**src/rtl/membank_pkg.sv**
```systemverilog
package membank_pkg;
  localparam int CPU_AW = 16;
  localparam int FLAT_W = 17;
  localparam int NUM_DEV = 7;
  localparam int NUM_SPAN = NUM_DEV - 1;

  typedef enum logic [2:0] {
    DEV_MEM  = 3'd0,
    DEV_PAL  = 3'd1,
    DEV_IN   = 3'd2,
    DEV_SND  = 3'd3,
    DEV_BLIT = 3'd4,
    DEV_CFG  = 3'd5,
    DEV_IO   = 3'd6
  } dev_e;

  typedef enum logic [1:0] {
    KIND_SHARED = 2'd0,
    KIND_RAM    = 2'd1,
    KIND_ROM    = 2'd2
  } kind_e;

  typedef struct packed {
    logic [CPU_AW-1:0] first;
    logic [CPU_AW-1:0] last;
  } span_t;
endpackage

```
**src/rtl/mb_region_decode.sv**
```systemverilog
module mb_region_decode
  import membank_pkg::*;
#(
  parameter logic [CPU_AW-1:0] PAL_FIRST  = 16'hC000,
  parameter logic [CPU_AW-1:0] PAL_LAST   = 16'hC00F,
  parameter logic [CPU_AW-1:0] IN_FIRST   = 16'hC804,
  parameter logic [CPU_AW-1:0] IN_LAST    = 16'hC807,
  parameter logic [CPU_AW-1:0] SND_FIRST  = 16'hC80C,
  parameter logic [CPU_AW-1:0] SND_LAST   = 16'hC80F,
  parameter logic [CPU_AW-1:0] BLIT_FIRST = 16'hCA00,
  parameter logic [CPU_AW-1:0] BLIT_LAST  = 16'hCA07,
  parameter logic [CPU_AW-1:0] CFG_FIRST  = 16'hCC00,
  parameter logic [CPU_AW-1:0] CFG_LAST   = 16'hCFFF,
  parameter logic [CPU_AW-1:0] IO_FIRST   = 16'hC000,
  parameter logic [CPU_AW-1:0] IO_LAST    = 16'hCBFF,
  parameter logic [CPU_AW-1:0] SHARED_LAST = 16'h8FFF,
  parameter logic [CPU_AW-1:0] RAM_LAST    = 16'hBFFF
) (
  input  logic [CPU_AW-1:0] addr,
  output dev_e              dev,
  output kind_e             kind
);
  // index order is priority order: lower index wins on overlap
  localparam span_t SPANS [NUM_SPAN] = '{
    '{first: PAL_FIRST,  last: PAL_LAST},
    '{first: IN_FIRST,   last: IN_LAST},
    '{first: SND_FIRST,  last: SND_LAST},
    '{first: BLIT_FIRST, last: BLIT_LAST},
    '{first: CFG_FIRST,  last: CFG_LAST},
    '{first: IO_FIRST,   last: IO_LAST}
  };

  logic [NUM_SPAN-1:0] hit;

  genvar g;
  generate
    for (g = 0; g < NUM_SPAN; g++) begin : g_span
      assign hit[g] = (addr >= SPANS[g].first) && (addr <= SPANS[g].last);
    end
  endgenerate

  always_comb begin
    dev = DEV_MEM;
    for (int i = NUM_SPAN - 1; i >= 0; i--) begin
      if (hit[i]) dev = dev_e'(i + 1);
    end
  end

  always_comb begin
    if (addr <= SHARED_LAST)   kind = KIND_SHARED;
    else if (addr <= RAM_LAST) kind = KIND_RAM;
    else                       kind = KIND_ROM;
  end
endmodule

```
**src/rtl/mb_bank_latch.sv**
```systemverilog
module mb_bank_latch
  import membank_pkg::*;
#(
  parameter logic [CPU_AW-1:0] CTRL_ADDR = 16'hC900
) (
  input  logic              clk,
  input  logic              rst,
  input  logic [CPU_AW-1:0] addr,
  input  logic              wr,
  input  logic              flag_in,
  output logic              bank_q
);
  always_ff @(posedge clk) begin
    if (rst)                            bank_q <= 1'b0;
    else if (wr && addr == CTRL_ADDR)   bank_q <= flag_in;
  end

  // flag only moves on a write to the control address
  assert_bank_hold_R10: assert property (@(posedge clk) disable iff (rst)
    (!$past(rst) && !($past(wr) && $past(addr) == CTRL_ADDR)) |-> $stable(bank_q));
endmodule

```
**src/rtl/mb_flat_map.sv**
```systemverilog
module mb_flat_map
  import membank_pkg::*;
#(
  parameter logic [FLAT_W-1:0] RAM_BASE = 17'h00000,
  parameter logic [FLAT_W-1:0] ROM_BASE = 17'h10000
) (
  input  logic [CPU_AW-1:0] addr,
  input  kind_e             kind,
  input  logic              bank,
  input  logic              is_wr,
  output logic [FLAT_W-1:0] flat,
  output logic              we_ok
);
  localparam int PAD = FLAT_W - CPU_AW;

  logic to_rom;
  logic [FLAT_W-1:0] wide;

  assign wide   = {{PAD{1'b0}}, addr};
  // writes to the shared region always land in RAM
  assign to_rom = (kind == KIND_ROM) || (kind == KIND_SHARED && bank && !is_wr);
  assign flat   = to_rom ? (ROM_BASE + wide) : (RAM_BASE + wide);
  assign we_ok  = is_wr && (kind != KIND_ROM);
endmodule

```
**src/rtl/membank_decoder.sv**
```systemverilog
module membank_decoder
  import membank_pkg::*;
#(
  parameter int DATA_W = 8,
  parameter int BANK_BIT = 0,
  parameter logic [CPU_AW-1:0] BANK_CTRL   = 16'hC900,
  parameter logic [CPU_AW-1:0] SHARED_LAST = 16'h8FFF,
  parameter logic [CPU_AW-1:0] RAM_LAST    = 16'hBFFF,
  parameter logic [CPU_AW-1:0] ROM_FIRST   = 16'hD000,
  parameter logic [FLAT_W-1:0] RAM_BASE    = 17'h00000,
  parameter logic [FLAT_W-1:0] ROM_BASE    = 17'h10000
) (
  input  logic              clk,
  input  logic              rst,
  input  logic [CPU_AW-1:0] cpu_addr,
  input  logic [DATA_W-1:0] cpu_wdata,
  input  logic              cpu_rd,
  input  logic              cpu_wr,
  output logic [FLAT_W-1:0] mem_addr,
  output logic              mem_we,
  output logic              sel_mem,
  output logic              sel_pal,
  output logic              sel_in,
  output logic              sel_snd,
  output logic              sel_blit,
  output logic              sel_cfg,
  output logic              sel_io
);
  dev_e              dev;
  kind_e             kind;
  logic              bank;
  logic [FLAT_W-1:0] flat;
  logic              we_ok;
  logic              access;
  logic              unused_wdata;

  logic [NUM_DEV-1:0] sel_q;
  logic [FLAT_W-1:0]  mem_addr_q;
  logic               mem_we_q;

  assign access       = cpu_rd || cpu_wr;
  assign unused_wdata = ^cpu_wdata;

  mb_region_decode #(
    .SHARED_LAST(SHARED_LAST),
    .RAM_LAST   (RAM_LAST)
  ) u_region (
    .addr(cpu_addr),
    .dev (dev),
    .kind(kind)
  );

  mb_bank_latch #(
    .CTRL_ADDR(BANK_CTRL)
  ) u_bank (
    .clk    (clk),
    .rst    (rst),
    .addr   (cpu_addr),
    .wr     (cpu_wr),
    .flag_in(cpu_wdata[BANK_BIT]),
    .bank_q (bank)
  );

  mb_flat_map #(
    .RAM_BASE(RAM_BASE),
    .ROM_BASE(ROM_BASE)
  ) u_map (
    .addr (cpu_addr),
    .kind (kind),
    .bank (bank),
    .is_wr(cpu_wr),
    .flat (flat),
    .we_ok(we_ok)
  );

  always_ff @(posedge clk) begin
    if (rst) begin
      sel_q      <= '0;
      mem_addr_q <= '0;
      mem_we_q   <= 1'b0;
    end else begin
      sel_q    <= access ? (NUM_DEV'(1) << dev) : '0;
      mem_we_q <= access && (dev == DEV_MEM) && we_ok;
      if (access && dev == DEV_MEM) mem_addr_q <= flat;
    end
  end

  assign mem_addr = mem_addr_q;
  assign mem_we   = mem_we_q;
  assign sel_mem  = sel_q[DEV_MEM];
  assign sel_pal  = sel_q[DEV_PAL];
  assign sel_in   = sel_q[DEV_IN];
  assign sel_snd  = sel_q[DEV_SND];
  assign sel_blit = sel_q[DEV_BLIT];
  assign sel_cfg  = sel_q[DEV_CFG];
  assign sel_io   = sel_q[DEV_IO];

  // one select per strobed access
  assert_one_select_R9: assert property (@(posedge clk) disable iff (rst)
    (!$past(rst) && $past(cpu_rd || cpu_wr)) |->
      $countones({sel_io, sel_cfg, sel_blit, sel_snd, sel_in, sel_pal, sel_mem}) == 1);

  // write enable only with the memory select
  assert_io_no_we_R9: assert property (@(posedge clk) disable iff (rst)
    mem_we |-> sel_mem);

  // idle cycle leaves everything quiet
  assert_idle_quiet_R2: assert property (@(posedge clk) disable iff (rst)
    (!$past(rst) && !$past(cpu_rd) && !$past(cpu_wr)) |->
      (!mem_we && $onehot0({sel_io, sel_cfg, sel_blit, sel_snd, sel_in, sel_pal, sel_mem})
       && !sel_mem && !sel_io));

  // shared-region writes land in RAM
  assert_shared_write_ram_R6: assert property (@(posedge clk) disable iff (rst)
    (!$past(rst) && $past(cpu_wr) && $past(cpu_addr) <= SHARED_LAST) |->
      (mem_we && sel_mem && mem_addr == RAM_BASE + {{(FLAT_W-CPU_AW){1'b0}}, $past(cpu_addr)}));

  // fixed-ROM reads land in the ROM half
  assert_fixed_rom_read_R4: assert property (@(posedge clk) disable iff (rst)
    (!$past(rst) && $past(cpu_rd) && !$past(cpu_wr) && $past(cpu_addr) >= ROM_FIRST) |->
      (sel_mem && !mem_we && mem_addr[FLAT_W-1]));
endmodule

```
**config.mk**
```make
export PLATFORM = sky130hd
export DESIGN_NAME = membank_decoder
export DESIGN_NICKNAME = d
export VERILOG_FILES = /design/src/rtl/membank_pkg.sv /design/src/rtl/mb_region_decode.sv /design/src/rtl/mb_bank_latch.sv /design/src/rtl/mb_flat_map.sv /design/src/rtl/membank_decoder.sv
export SDC_FILE = /design/constraint.sdc
export NUM_CORES = 1
export LEC_CHECK = 0
export ABC_AREA = 1
export BUFFER_PORTS_ARGS = -buffer_cell sky130_fd_sc_hd__buf_2
export CELL_PAD_IN_SITES_DETAIL_PLACEMENT = 1
export CELL_PAD_IN_SITES_GLOBAL_PLACEMENT = 1
export CORE_ASPECT_RATIO = 0.9
export CORE_UTILIZATION = 32
export CTS_BUF_LIST = sky130_fd_sc_hd__clkbuf_4 sky130_fd_sc_hd__clkbuf_8
export CTS_CLUSTER_DIAMETER = 50
export DETAILED_ROUTE_END_ITERATION = 6
export PLACE_DENSITY = 0.9
export SLEW_MARGIN = 0
export SYNTH_ARGS = -nofsm -noshare
export SYNTH_HDL_FRONTEND = slang
export SYNTH_SLANG_ARGS = --single-unit
```
**constraint.sdc**
```tcl
create_clock -name clk -period 1.2 [get_ports clk]
set_clock_uncertainty 0.05 [all_clocks]
set_input_delay 0.12 -clock clk [delete_from_list [all_inputs] [get_ports clk]]
set_output_delay 0.12 -clock clk [all_outputs]
set_load 0.05 [all_outputs]
```
* After elaboration in Yosys (flattened, before gate mapping) *
Cells that the tools add are included.

storage, ports and cells
  logic and storage cells = 50
  input port bits = 28
  output and inout bits = 25
  bits in registers = 26

operators by class
  multiplexer cells = 9
  add/subtract/negate cells = 1
  equality and inequality tests = 3
  bitwise gates (word level) = 1
  shifts and indexed selects = 1
  order comparisons = 13
  reductions and logical operators = 18

operators by type and width
  operator                                                   number
  <= comparator 16 bit, second input constant                8
  greater-or-equal comparator 16 bit, second input constant  5
  2-to-1 mux 3 bit                                           6
  adder 17 x 16 -> 17 bit, first input constant              1
  2-to-1 mux 17 bit                                          1
  equality test 16 bit, second input constant                1
  logical AND 1 bit                                          12
  left shift 1 x 3 -> 7 bit, first input constant            1
  2-to-1 mux 2 bit                                           2
  zero test 3 bit                                            1
  equality test 2 bit, second input constant                 1
  zero test 2 bit                                            1
  logical OR 1 bit                                           2
  inequality test 2 bit, second input constant               1
  OR reduction 2 bit                                         1
  zero test 1 bit                                            1
  NOT 1 bit                                                  1

* Depth between registers and ports, before layout *
Gate-level depths: netlist (run 1).

  depth after elaboration = 11
  gate-level depth with buffers = 11
  depth with buffers taken out = 11

* By module *
From an unflattened synthesis (run 1), not the netlist that was laid out.

unflattened totals
  cells, all modules = 259
  area total of the unflattened synthesis = 1,640.3 um2

by module, submodules not included
  module            area an instance (um2)  cells an instance  seq. area each (um2)  times used
  membank_decoder   1,134.8                 169                500.5                 1
  mb_region_decode  211.5                   40                 0.0                   1
  mb_flat_map       161.4                   23                 0.0                   1
  mb_bank_latch     132.6                   27                 20.0                  1

* Least setup slack after synthesis (run 1) *
OpenSTA, ideal clock, no wires.

  path type = input to register
  from = input cpu_addr[4]
  to = register sel_q[3]
  setup slack = 120 ps
  cell stages on the path = 9
  data required time = 1,033 ps
  arrival time = 913 ps
  cells stage by stage = nor2_1 > nand3_1 > or2_1 > nand2_1 > nand2_1 > nand2_2 > nand3_2 > nand2_2 > nor2_1

on the way
  word-level cells in the longest chain between the ends = 9

ends and longest elaborated chain
  what                                                                        RTL line                text
  start, declared                                                             membank_decoder.sv:15   input logic [CPU_AW-1:0] cpu_addr,
  greater-or-equal comparator 16 bit or <= comparator 16 bit (tied branches)  mb_region_decode.sv:38  assign hit[g] = (addr >= SPANS[g].first) && (addr <= SPANS[g].last);
  logical AND 1 bit                                                           mb_region_decode.sv:38
  2-to-1 mux 3 bit (5 in series)                                              mb_region_decode.sv:45  if (hit[i]) dev = dev_e'(i + 1);
  2-to-1 mux 3 bit *                                                          mb_region_decode.sv:45
  left shift 1 x 3 -> 7 bit *                                                 membank_decoder.sv:82   sel_q <= access ? (NUM_DEV'(1) << dev) : '0;
  end signal, assigned                                                        membank_decoder.sv:82
  end, declared                                                               membank_decoder.sv:37   logic [NUM_DEV-1:0] sel_q;

Mark *: on every way between the ends. The rest lies on a longest branch, timed or not.
A chain may end at the register's enable or synchronous reset.

==> results of run 1 <==
-- worst min-delay path, delay by kind of cell --
kind	cells	cell delay [ns]
buffers and inverters	2	0.15
AO/OA/AOI/OAI	1	0.05
-- kinds of logic (layout without fill, tap and decap cells) --
kind of cell,count (synthesis),after routing,synth area share (%)
compound gates,30,30,13.8
flops,26,26,45.8
buf+inv,17,80,5.95
simple gates,81,81,34.5
-- layer usage --
metal,vias to the layer above,global-route usage [%],wire length (µm)
li1,624,-,-
met1,566,22.1,1480
met3,9,3.29,117
met5,-,0,0
met4,0,10.5,92
met2,29,32.4,1530
-- state kept, by name, indices dropped and copies added, names as in the netlist --
name and flops:
mem_addr 17, mem_we 1, sel_q 7, u_bank.bank_q 1
-- how the worst max path moves through the flow --
| stage | to | from | cells past startpoint |
|---|---|---|---|
| floorplan | sel_q[3] | cpu_addr[4] | 9 |
| global placement | sel_q[6] | cpu_addr[13] | 9 |
| detailed placement | u_bank.bank_q | cpu_addr[4] | 7 |
| CTS | sel_q[5] | rst | 5 |
| global route | sel_q[5] | cpu_addr[4] | 9 |
| finish | mem_addr[9] | rst | 6 |
-- synth_stat cells (3+ instances only) --
library cell  count
nand3_1           4
nand2_1          14
nor2_2            3
nand3_2           3
dfxtp_1          26
o21ai_0          18
nor3_1            3
nor2_1           42
buf_2             3
a21oi_1           8
nand2_2           4
inv_1            10
inv_2             3
-- area by class of cell --
cell class | count | area, µm²
Tap cell | 44 | 55.1
Multi-Input combinational cell | 111 | 556
Fill cell | 445 | 1780
Clock buffer | 4 | 55.1
Sequential cell | 26 | 520
Inverter | 13 | 48.8
Timing Repair Buffer | 63 | 367
-- timing repair --
item	in CTS	in global routing
hold buffers	1	0
setup endpoints to repair	0	5
gates resized for setup	0	3
hold endpoints to repair	2	0
-- power breakdown --
part,switching [mW],internal (mW)
clock network,0.272,0.294
logic,0.340,0.139
registers,0.0217,0.913
==> results.py, run 1 <==
metrics = {
    "critical_path": {
        "timing.critical_path.buf_inv": 4,
        "worst_setup_path_start_kind": "primary input",
        "slowest_delay_ns": 0.52,
        "r2r-end": "mem_addr[16]",
        "crit_slowest_cell": "dlygate4sd3_1",
        "crit_chain": "dlygate4sd3_1 -> buf_2 -> inv_1 -> buf_6 -> o21ai_0 -> a21oi_1",
        "r2r_cells": 4,
        "reg2reg_slack_ns": 0.42,
        "cp_top_family": "buffers and inverters",
        "timing.rr.start": "u_bank.bank_q",
        "crit_fanout": 18,
        "critPathKind": "primary input to flip-flop",
        "critPathArrivalTime_ns": 1.24,
        "end_kind": "flip-flop",
        "worstPathRequired_ns": 1.36,
    },
    "synthesis": {
        "yosysTopAreaCellShare_pct": 45.8,
        "netlist_area_um2": 1140,
        "postSynthCellCount": 154,
        "synth_ff_type": "dfxtp_1",
        "synth.yosys.seq_area_share_pct": 45.8,
        "syn_avg_cell_area_um2": 7.38,
        "synth.area.top_cells": "dfxtp_1 46%, nor2_1 14%, o21ai_0 7.9%",
        "synth_warnings": 0,
        "synth_nets": 182,
        "ys_types": 22,
        "async_flop_share_pct": 0,
        "synth_edf_count": 0,
        "ys_ff_latch": 26,
        "yosysTopAreaCell": "dfxtp_1",
    },
    "timing": {
        "final_max_slew_viol_count": 0,
        "fin_crit_ns": 1.09,
        "hold_slack_ns": 0.0341,
        "setup_ws_ns": 0.112,
        "fin_crit_sh_pct": 90.7,
        "max_freq_mhz": 919,
        "rsz0062_at_grt": "no",
        "finalHoldViolCount": 0,
        "setup_viol": 0,
        "max-slew-margin-rel_pct": 77.8,
        "setup_tns_ns": 0,
        "tightest_slew_ns": 0.332,
    },
    "power_and_ir_drop": {
        "leakage_nw": 0.803,
        "finalPower_mw": 1.98,
        "ir_drop_mv": 0.375,
        "power_density_nw_per_um2": 1240,
    },
    "place": {
        "dp_hpwl_um": 2540,
        "post-place-ws_ns": -0.151,
        "gp_congestion": 0.840,
        "io_buffers": 45,
        "place_area_um2": 1530,
        "placed_cells": 256,
    },
    "global_route": {
        "grt_pass1_vias": 1259,
        "grt_pass1_wl_um": 5440,
        "antenna_found_initial": 0,
        "overflow": 0,
        "grt_max_degree": 23,
        "grt_use_total_pct": 18.8,
    },
    "detailed_routing": {
        "firstDrtPassIters": 4,
        "ant_nets": 0,
        "vias_per_cell": 4.70,
        "first_iter_violations": 47,
        "num_vias": 1228,
        "drt_wl_total_um": 3220,
        "drcViolationCount": 0,
        "wl_per_cell_um": 12.3,
    },
    "status": {
        "status": "complete, no violations",
    },
    "die": {
        "initial_core_util_pct": 33.6,
        "die_w_um": 64.8,
        "core_um2": 3380,
        "rows": 20,
        "io_pins": 53,
        "dieArea_um2": 3790,
        "fp.dieH_um": 58.5,
    },
    "clock_tree": {
        "cts_max_path_buffers": 2,
        "cts_buffers": 3,
        "root_buffer": "clkbuf_8",
        "cts_setup_buffers": 0,
        "htreeDepth": 1,
        "clkSlewWorstSetupHoldPaths_ns": 0.09,
        "cts.sinks": 26,
        "clk_latency_ns": 0.27,
        "cts_tree": "done",
    },
    "finish": {
        "diodes": 0,
        "drive_gt1_share_pct": 39.6,
        "num-nets-final": 246,
        "area_growth_pct": 41.0,
        "finish.utilization_pct": 47.4,
        "final_common_cell": "buf_2",
        "fin_cells": 261,
        "layout_common_cells": "45 x buf_2, 41 x nor2_1, 26 x dfxtp_1",
        "fin_area_um2": 1600,
    },
    "min_path": {
        "min_path_cells": 3,
        "worstHoldPathType": "primary input to flip-flop",
        "hold_path_end": "u_bank.bank_q",
        "worstHoldStart": "cpu_wdata[0]",
    },
    "flow_run": {
        "maxCapViolCount": 0,
    },
}
Power figures use the tool's default switching activity.
==> run 2: changes to the inputs <==
RECOVER_POWER = 50   (was unset)
==> run 2 against run 1 <==
  * Fmax is essentially flat
  * Total power is the same
  * Largest power group unchanged
  * Non-clock buffer count is the same
  * Wire length is essentially flat
  * Sequential share of layout area is the same
  * Worst hold slack is essentially flat
  * Critical path depth is the same
  * Setup slack is essentially flat
  * Core utilization is the same
  * Via count is essentially flat
  * Cell count is the same
==> results.py, run 2 (synthesis results as in run 1) <==
metrics = {
    "status": {
        "status": "complete, no violations",
    },
    "critical_path": {
        "timing.critical_path.buf_inv": 4,
        "critPathKind": "primary input to flip-flop",
        "crit_slowest_cell": "dlygate4sd3_1",
        "critPathArrivalTime_ns": 1.24,
        "cp_top_family": "buffers and inverters",
        "end_kind": "flip-flop",
        "crit_chain": "dlygate4sd3_1 -> buf_2 -> inv_1 -> buf_6 -> o21ai_0 -> a21oi_1",
        "worst_setup_path_start_kind": "primary input",
        "crit_fanout": 18,
        "slowest_delay_ns": 0.52,
        "worstPathRequired_ns": 1.36,
    },
    "place": {
        "io_buffers": 45,
        "placed_cells": 256,
        "gp_congestion": 0.840,
        "dp_hpwl_um": 2540,
        "post-place-ws_ns": -0.151,
        "place_area_um2": 1530,
    },
    "clock_tree": {
        "root_buffer": "clkbuf_8",
        "clk_latency_ns": 0.27,
        "cts_setup_buffers": 0,
        "cts_tree": "done",
        "cts_buffers": 3,
        "cts_max_path_buffers": 2,
        "cts.sinks": 26,
        "clkSlewWorstSetupHoldPaths_ns": 0.09,
        "htreeDepth": 1,
    },
    "detailed_routing": {
        "drt_wl_total_um": 3220,
        "first_iter_violations": 47,
        "vias_per_cell": 4.71,
        "wl_per_cell_um": 12.3,
        "drcViolationCount": 0,
        "num_vias": 1229,
        "firstDrtPassIters": 4,
        "ant_nets": 0,
    },
    "timing": {
        "setup_tns_ns": 0,
        "rsz0062_at_grt": "no",
        "fin_crit_ns": 1.09,
        "final_max_slew_viol_count": 0,
        "setup_viol": 0,
        "fin_crit_sh_pct": 90.7,
        "max-slew-margin-rel_pct": 77.8,
        "tightest_slew_ns": 0.333,
        "max_freq_mhz": 919,
        "setup_ws_ns": 0.112,
        "hold_slack_ns": 0.0342,
        "finalHoldViolCount": 0,
    },
    "min_path": {
        "worstHoldPathType": "primary input to flip-flop",
    },
    "finish": {
        "drive_gt1_share_pct": 39.6,
        "num-nets-final": 246,
        "layout_common_cells": "41 x nor2_1, 27 x buf_2, 26 x dfxtp_1",
        "fin_area_um2": 1600,
        "finish.utilization_pct": 47.4,
        "area_growth_pct": 41.0,
        "final_common_cell": "nor2_1",
        "diodes": 0,
        "fin_cells": 261,
        "largest_reg_flops": 17,
    },
    "power_and_ir_drop": {
        "finalPower_mw": 1.98,
        "leakage_nw": 0.793,
        "ir_drop_mv": 0.374,
        "power_density_nw_per_um2": 1240,
    },
    "global_route": {
        "overflow": 0,
        "antenna_found_initial": 0,
        "grt_pass1_wl_um": 5440,
        "grt_pass1_vias": 1259,
        "grt_max_degree": 23,
        "grt_use_total_pct": 18.8,
    },
    "die": {
        "dieArea_um2": 3790,
        "fp.dieH_um": 58.5,
        "rows": 20,
        "initial_core_util_pct": 33.6,
        "core_um2": 3380,
        "die_w_um": 64.8,
        "io_pins": 53,
    },
    "flow_run": {
        "maxCapViolCount": 0,
    },
}
==> run 2: cell types whose count changed in the layout (fill, tap and decap cells not counted) <==
cell and delta:
buf_2 -18, clkbuf_2 +18
==> run 2: cell type report <==
class                   count  area (µm²)
fillers                   445        1780
clock buffers               4        55.1
multi-input cells         111         556
repair buffers             63         367
well taps                  44        55.1
inverters                  13        48.8
flip-flops and latches     26         520
==> run 2: worst register-to-register path: cells and delay by family (launching register included) <==
kind,cells,cell delay [ns]
flip-flops,1,0.35
AND/OR/NAND/NOR,3,0.18
AO/OA/AOI/OAI,1,0.15
==> run 2: timing repair <==
action | CTS | global route
endpoints found under the hold margin | 2 | 0
resized for setup | 0 | 3
endpoints found under the setup margin | 0 | 5
hold buffers | 1 | 0
==> run 2: path summary, 6_finish.rpt <==
kind / cells after the start / slack [ns] / endpoint / startpoint
hold reg to reg: 2 / 0.44 / mem_addr[13] / mem_addr[13]
setup / recovery: 6 / 0.11 / mem_addr[9] / rst
hold / removal: 3 / 0.03 / u_bank.bank_q / cpu_wdata[0]
setup reg to reg: 4 / 0.42 / mem_addr[16] / u_bank.bank_q
==> run 2: report_power, final <==
| part | switching, mW | internal (mW) |
|---|---|---|
| Combinational | 0.340 | 0.138 |
| Sequential | 0.0228 | 0.913 |
| Clock | 0.272 | 0.294 |
==> run 2: metal layers <==
metal,wire length [µm],track usage (%),up-vias
met1,1480,22.1,566
met3,115,3.29,9
met2,1530,32.4,29
met4,92,10.5,0
met5,0,0,-
li1,-,-,625
==> run 3: changes to the inputs <==
CORE_UTILIZATION = 31   (was 32)
CTS_BUF_LIST = unset   (was sky130_fd_sc_hd__clkbuf_4 sky130_fd_sc_hd__clkbuf_8)
PLACE_DENSITY = 0.88   (was 0.9)
==> run 3 against run 2 <==
  * Sequential share of layout area grew 0.75 points
  * Critical path type unchanged
  * Setup slack lost 0.0080 ns
  * Wire length grew 0.93%
  * Design area shrank 2.3%
  * Worst hold slack gained 0.037 ns
  * Critical path depth grew 4
  * Via count shrank 2.1%
  * Sequential cell count is the same
  * Global-route usage shrank 0.94 points
  * Total power shrank 4.7%
  * First-iteration DRC count shrank 19%
  * Non-clock buffer count shrank 2
==> results.py, run 3 (synthesis results as in run 1) <==
metrics = {
    "power_and_ir_drop": {
        "ir_drop_mv": 0.487,
        "finalPower_mw": 1.89,
        "p_seq_share_pct": 49.5,
        "combPwrFrac_pct": 24.9,
        "p_switching_uw": 617,
        "intPower_mw": 1.27,
        "switching_share_pct": 32.7,
        "power_density_nw_per_um2": 1210,
        "leakage_nw": 0.776,
        "p_clk_share_pct": 25.5,
    },
    "clock_tree": {
        "cts_max_path_buffers": 2,
        "clkSlewWorstSetupHoldPaths_ns": 0.08,
        "clk_latency_ns": 0.26,
        "cts_buffers": 3,
        "root_buffer": "clkbuf_8",
        "cts.sinks": 26,
        "cts_setup_buffers": 0,
        "cts_tree": "done",
        "htreeDepth": 1,
    },
    "die": {
        "dieArea_um2": 3910,
        "core_um2": 3430,
        "io_pins": 53,
        "rows": 20,
        "fp.dieH_um": 59.4,
        "die_w_um": 65.8,
        "initial_core_util_pct": 33.1,
    },
    "finish": {
        "n_fill_cell": 465,
        "area_growth_pct": 37.8,
        "largest_reg_flops": 17,
        "drive_gt1_share_pct": 36.9,
        "diodes": 0,
        "layout_common_cells": "42 x nor2_1, 33 x buf_2, 26 x dfxtp_1",
        "num-nets-final": 244,
        "final_common_cell": "nor2_1",
    },
    "detailed_routing": {
        "first_iter_violations": 38,
        "num_vias": 1203,
        "firstDrtPassIters": 4,
        "vias_per_cell": 4.66,
        "drcViolationCount": 0,
        "wl_per_cell_um": 12.6,
        "ant_nets": 0,
        "drt_wl_total_um": 3250,
    },
    "timing": {
        "final_max_slew_viol_count": 0,
        "tightest_slew_ns": 0.424,
        "max-slew-margin-rel_pct": 71.7,
        "setup_ws_ns": 0.104,
        "max_freq_mhz": 912,
        "finalHoldViolCount": 0,
        "hold_slack_ns": 0.0712,
        "setup_viol": 0,
        "fin_crit_ns": 1.10,
        "fin_crit_sh_pct": 91.4,
    },
    "place": {
        "io_buffers": 45,
        "dp_hpwl_um": 2640,
        "post-place-ws_ns": -0.191,
        "gp_congestion": 0.809,
    },
    "global_route": {
        "overflow": 0,
        "antenna_found_initial": 0,
        "use_met1_pct": 20.7,
        "grt_pass1_vias": 1180,
        "gr-max-usage-layer": "met2",
        "grt_pass1_wl_um": 5160,
        "met2_usage_pct": 32.7,
        "grt_max_degree": 23,
        "grt_use_total_pct": 17.8,
        "grtUsageMet3_pct": 1.92,
    },
    "critical_path": {
        "reg2reg_slack_ns": 0.36,
        "timing.rr.start": "u_bank.bank_q",
        "r2r-end": "mem_addr[16]",
        "crit_fanout": 3,
        "cp-startpoint": "cpu_addr[4]",
        "end_kind": "flip-flop",
        "r2r_cells": 4,
        "worst_setup_path_start_kind": "primary input",
        "worstSetupEndpoint": "sel_q[2]",
        "worstPathRequired_ns": 1.32,
        "critPathKind": "primary input to flip-flop",
        "critPathArrivalTime_ns": 1.22,
    },
    "min_path": {
        "worstHoldPathType": "primary input to flip-flop",
    },
    "flow_run": {
        "maxCapViolCount": 0,
    },
    "status": {
        "status": "complete, no violations",
    },
}
-- run 3: cell types whose count changed in the layout (fill, tap and decap cells not counted), sizes merged --
| cell | change |
|---|---|
| buf | +2 |
| clkbuf | -6 |
| dlygate4sd3 | +1 |
-- run 3: final cells by class --
cell class | instances | area [µm²] | share of cell area (%)
Clock buffer | 3 | 41.3 | 2.64
Inverter | 13 | 48.8 | 3.12
Multi-Input combinational cell | 111 | 553 | 35.3
Tap cell | 44 | 55.1 | 3.52
Timing Repair Buffer | 61 | 347 | 22.1
Sequential cell | 26 | 520 | 33.3
-- run 3: what timing repair did --
action / in CTS / in global routing
gates resized for setup: 0 / 1
hold buffers: 2 / 0
endpoints found under the setup margin: 0 / 1
endpoints found under the hold margin: 1 / 0
-- run 3: power by group through the flow --
| stage | Clock [mW] | Sequential, mW | Combinational [mW] |
|---|---|---|---|
| global placement | 0 | 0.952 | 0.458 |
| global route | 0.524 | 0.940 | 0.508 |
| floorplan | 0 | 1.13 | 0.131 |
| CTS | 0.497 | 0.935 | 0.475 |
| detailed placement | 0 | 0.956 | 0.468 |
| finish | 0.482 | 0.934 | 0.470 |
-- run 3: worst max-delay path: stages --
cell,delay [ns]
buf_2,0.10
nor2_1,0.17
nand3_1,0.13
or2_1,0.26
nand2_1,0.07
nand2_1,0.06
nand2_2,0.10
nand3_2,0.07
nand2_2,0.09
nor2_1,0.05
-- run 3: stage by stage --
stage	instance area (µm²)	util [%]	setup TNS (ns)	std cells
3_5_place_dp	1500	43.8	-1.71	253
4_1_cts	1560	45.6	0	258
5_1_grt	1570	45.7	-0.0127	258
6_report	1570	45.7	0	258
3_3_place_gp	1500	43.8	-1.12	253
2_1_floorplan	1140	-	0	154
-- run 3: how the worst min path moves through the flow --
| stage | from | to | slack [ns] | cells after the start |
|---|---|---|---|---|
| floorplan | rst | sel_q[0] | 0.14 | 1 |
| global placement | rst | sel_q[0] | 0.28 | 2 |
| detailed placement | rst | sel_q[0] | 0.28 | 2 |
| CTS | cpu_addr[6] | mem_addr[6] | 0.07 | 3 |
| global route | cpu_wdata[0] | u_bank.bank_q | 0.08 | 3 |
| finish | cpu_addr[6] | mem_addr[6] | 0.07 | 3 |
-- run 3: metal layers --
metal	routed length, µm	vias to the layer above
met1	1460	553
li1	-	617
met2	1620	28
met4	58	0
met3	109	5
met5	0	-
